$ cat config.mk
export PLATFORM = sky130hd
export DESIGN_NAME = irq_latch_agg
export DESIGN_NICKNAME = d
export VERILOG_FILES = /design/src/rtl/irq_latch_agg.sv
export SDC_FILE = /design/constraint.sdc
export NUM_CORES = 1
export LEC_CHECK = 0
export ABC_CLOCK_PERIOD_IN_PS = 1800
export CAP_MARGIN = 15
export CORE_MARGIN = 8
export CORE_UTILIZATION = 45
export CTS_CLUSTER_SIZE = 8
export DETAILED_ROUTE_END_ITERATION = 8
export PLACE_DENSITY = 0.76
export SYNTH_ARGS = -nofsm -noshare
export SYNTH_HDL_FRONTEND = slang
export SYNTH_SLANG_ARGS = --single-unit
export TNS_END_PERCENT = 100
$ cat constraint.sdc
create_clock -name clk -period 1.8 [get_ports clk]
set_input_delay 0.18 -clock clk [delete_from_list [all_inputs] [get_ports clk]]
set_output_delay 0.18 -clock clk [all_outputs]
set_load 0.02 [all_outputs]
$ cat src/rtl/irq_latch_agg.sv
module irq_latch_agg #(
  parameter int DW = 32,
  parameter int AW = 8
) (
  input  logic          clk,
  input  logic          rst_n,
  input  logic [DW-1:0] src_i,
  input  logic [AW-1:0] addr,
  input  logic          wr_en,
  input  logic [DW-1:0] wr_data,
  input  logic          rd_en,
  output logic [DW-1:0] rd_data,
  output logic          irq_o
);
  localparam logic [AW-1:0] OFS_PEND     = AW'(8'h00);
  localparam logic [AW-1:0] OFS_PEND_SET = AW'(8'h04);
  localparam logic [AW-1:0] OFS_PEND_CLR = AW'(8'h08);
  localparam logic [AW-1:0] OFS_MASK     = AW'(8'h0C);
  localparam logic [AW-1:0] OFS_MASK_SET = AW'(8'h10);
  localparam logic [AW-1:0] OFS_MASK_CLR = AW'(8'h14);

  logic [DW-1:0] src_q, pend, mask;
  logic [DW-1:0] rise, p_set, p_clr, m_set, m_clr, rview;

  assign rise  = src_i & ~src_q;
  assign p_set = (wr_en && addr == OFS_PEND_SET) ? wr_data : '0;
  assign p_clr = (wr_en && addr == OFS_PEND_CLR) ? wr_data : '0;
  assign m_set = (wr_en && addr == OFS_MASK_SET) ? wr_data : '0;
  assign m_clr = (wr_en && addr == OFS_MASK_CLR) ? wr_data : '0;

  always_ff @(posedge clk or negedge rst_n) begin
    if (!rst_n) begin
      src_q <= '0;
      pend  <= '0;
      mask  <= '1;
      irq_o <= 1'b0;
    end else begin
      src_q <= src_i;
      pend  <= (pend & ~p_clr) | p_set | rise;
      mask  <= (mask | m_set) & ~m_clr;
      irq_o <= |(pend & ~mask);
    end
  end

  always_comb begin
    case (addr)
      OFS_PEND, OFS_PEND_SET, OFS_PEND_CLR: rview = pend;
      OFS_MASK, OFS_MASK_SET, OFS_MASK_CLR: rview = mask;
      default:                              rview = '0;
    endcase
  end

  assign rd_data = rd_en ? rview : '0;

  a_r2_edge_latches: assert property (@(posedge clk) disable iff (!rst_n)
    1'b1 |=> ((pend & $past(rise)) == $past(rise)));

  a_r3_no_silent_drop: assert property (@(posedge clk) disable iff (!rst_n)
    1'b1 |=> (($past(pend) & ~pend & ~$past(p_clr)) == '0));

  a_r4_clear_takes: assert property (@(posedge clk) disable iff (!rst_n)
    (wr_en && addr == OFS_PEND_CLR) |=> ((pend & $past(wr_data & ~rise)) == '0));

  a_r5_set_takes: assert property (@(posedge clk) disable iff (!rst_n)
    (wr_en && addr == OFS_PEND_SET) |=> ((pend & $past(wr_data)) == $past(wr_data)));

  a_r6_mask_set: assert property (@(posedge clk) disable iff (!rst_n)
    (wr_en && addr == OFS_MASK_SET) |=> ((mask & $past(wr_data)) == $past(wr_data)));

  a_r6_mask_clear: assert property (@(posedge clk) disable iff (!rst_n)
    (wr_en && addr == OFS_MASK_CLR) |=> ((mask & $past(wr_data)) == '0));

  a_r7_irq_follows: assert property (@(posedge clk) disable iff (!rst_n)
    1'b1 |=> (irq_o == |($past(pend) & ~$past(mask))));

  a_r11_mask_holds: assert property (@(posedge clk) disable iff (!rst_n)
    !(wr_en && (addr == OFS_MASK_SET || addr == OFS_MASK_CLR)) |=> $stable(mask));
endmodule

==> out/metrics.yaml, run 1 <==
outcome: "finished, final reports clean"
synth_ff_type: "dfrtp_1"
fill_cells: 810
end_kind: "output port"
hold_viol_final: 0
clockBufferDepth: 2
synthMostInstantiatedCell: "nand2_1"
post-route-util: 0.6173
avgSynthCellArea_um2: 11.12
synth_nets: 477
area_growth_pct: 34.06
ff2ff_path_depth: 4
row_count: 36
drc_errors: 0
detail-route-antenna-nets: 0
ys_ff_latch: 97
r2r-start: "mask[17]"
dr.pass1.iters: 4
via_per_inst: 5.530
path_depth: 8
die_h_um: 115.5
crit_family: "simple AND/OR/NAND/NOR gates"
synthCells: 401
whs_ns: 0.2484
hold_depth: 1
grt_pass1_wl_um: 20680
grt_overflow: 0
die_area_um2: 13350
wl_per_cell_um: 19.44
rsz0062_at_grt: "no"
seq_area_frac_synth: 0.5533
antenna_cells: 0
place_area_um2: 5764
worstSkewPairLatency_ns: 0.37
syn-cell-area_um2: 4459
htree_levels: 3
hold_path_class: "in2reg"
clk_pin_slew_ns: 0.11
antenna_found_initial: 0
endpoint: "rd_data[21]"
io_pins: 109
arrival_ns: 1.57
finalCriticalPeriod_ns: 1.752
port_buffers: 108
gr-usage-all-layers: 0.1993
cellPowerDensity_nw_per_um2: 709.6
yosysUniqueCellTypes: 24
crit_chain: "clkbuf_2, or3_4, nor2_4, and3_4, buf_12, buf_6, a22o_1, buf_2"
p_leak_nw: 2.709
synth_top_area_share: 0.3648
wirelength_um: 12850
dp_hpwl_um: 8965
report.final.slew_viol_count: 0
drtIter0Drc: 199
nets: 599
start_kind: "primary input"
critPathMaxFanout: 6
fmax_mhz: 570.8
slowest_delay_ns: 0.41
tns_ns: 0
ys_async_sr_fraction: 1.000
reg2reg_to: "irq_o"
maxCapViolCount: 0
fin_skew_ns: 0.01111
cts_buffers: 9
clkSinkCount: 97
worstSetupStartpoint: "addr[5]"
worst_slew_pin_slew_ns: 0.4472
crit_required_ns: 1.62
start_util: 0.4605
setup_viol: 0
synth_largest_area_cell: "dfrtp_1"
gp_congestion: 0.8035
crit_path_top_delay_cell: "or3_4"
drive_gt1_frac: 0.2348
vdd_ir_drop_max_uv: 384.8
die_x_um: 115.5
vias: 3655
final_area_um2: 5978
period_share: 0.9733
grt_pass1_vias: 3978
path_class: "in2out"
yosysWarnings: 0
coreArea_um2: 9684
synth_edf_count: 0
worst-path-buf-inv: 4
regToRegSetupSlack_ns: 0.45
grt_max_degree: 43
synth_common_cells: "nand2_1 (66), dfrtp_1 (65), nor2b_1 (33)"
synthTopCellsByArea: "dfrtp_1 (36%), dfstp_2 (19%), a221o_1 (7.2%), mux2i_1 (7.2%), nand2_1 (5.6%)"
cts_tree: "done"
root_buffer: "clkbuf_8"
relSlewSlack: 0.7019
-- how the worst min path moves through the flow --
stage | start | endpoint | slack [ns]
floorplan | rst_n | irq_o | -0.12
global placement | rst_n | src_q[27] | 0.16
detailed placement | rst_n | src_q[27] | 0.16
CTS | src_i[29] | src_q[29] | 0.23
global route | src_i[2] | src_q[2] | 0.24
finish | src_i[29] | src_q[29] | 0.25
-- placed cells by master (no fill, tap or decap), drive strengths merged, types with 3 or more instances in the layout --
cell type,n
and4,5
clkdlybuf4s50,67
o21ai,9
a22o,23
clkbuf,12
mux2i,32
nand2,66
inv,37
buf,64
a22oi,16
nor2b,33
nand4,19
nor2,3
a221o,32
dfrtp,65
dfstp,32
-- where the power goes --
part / switching (W) / total [W] / internal [W]
Clock: 0.000864 / 0.00141 / 0.000544
Sequential: 0.0000353 / 0.00232 / 0.00229
Combinational: 0.000248 / 0.000512 / 0.000265
-- sequential cells by signal, indices dropped and copies added, names as in the netlist --
name,count
src_q,32
pend,32
mask,32
irq_o,1
-- worst reg2reg max path, stage by stage (launching register included) --
cell and delay (ns):
dfstp_2 0.54, inv_1 0.05, a22oi_1 0.25, and4_1 0.28, nand4_1 0.12
-- layout make-up --
class	count	area (um^2)	area share
Timing Repair Buffer	137	1291	0.2160
Multi-Input combinational cell	246	1739	0.2909
Sequential cell	97	2467	0.4127
Tap cell	133	166.4	0.02784
Clock inverter	7	70.07	0.01172
Inverter	32	120.1	0.02009
Clock buffer	9	123.9	0.02072
-- cell families (layout without fill, tap and decap cells) --
family                 after synthesis  after routing  synth area share
AO/OA/AOI/OAI                       80             80            0.1540
buffers and inverters               58            185           0.06229
flip-flops                          97             97            0.5533
multiplexers                        33             33           0.07436
AND/OR/NAND/NOR                    133            133            0.1560
-- repair_timing --
item                                    4_1_cts  5_1_grt
endpoints found under the setup margin       64       20
setup buffers                                 3        0
cloned                                        3        0
hold buffers                                  1        0
gates resized for setup                     191       12
endpoints found under the hold margin        23        0
pin swaps                                     5        5
-- through the flow --
stage	setup slack [ns]	std cells	total power [W]
floorplan	0.09699	401	0.002529
global placement	-0.7160	638	0.002864
detailed placement	-0.7395	638	0.002877
CTS	0.002519	661	0.004293
global route	0.01503	661	0.004427
finish	0.04802	661	0.004242
-- routing by layer --
metal  track usage  part of all wire
met1        0.2414              0.43
met5             0                 0
met4       0.06830             0.018
met2        0.3364              0.49
met3       0.05159             0.060
(Power assumes the default switching activity.)
==> inputs of run 2 (changes only) <==
--- a/config.mk
+++ b/config.mk
@@ -9,6 +9,7 @@
 export CAP_MARGIN = 15
 export CORE_MARGIN = 8
 export CORE_UTILIZATION = 45
+export CTS_BUF_LIST = sky130_fd_sc_hd__clkbuf_2 sky130_fd_sc_hd__clkbuf_4 sky130_fd_sc_hd__clkbuf_8
 export CTS_CLUSTER_SIZE = 8
 export DETAILED_ROUTE_END_ITERATION = 8
 export PLACE_DENSITY = 0.76
==> results of run 2 <==
No change in the layout: final DEF, timing and power equal those of run 1.
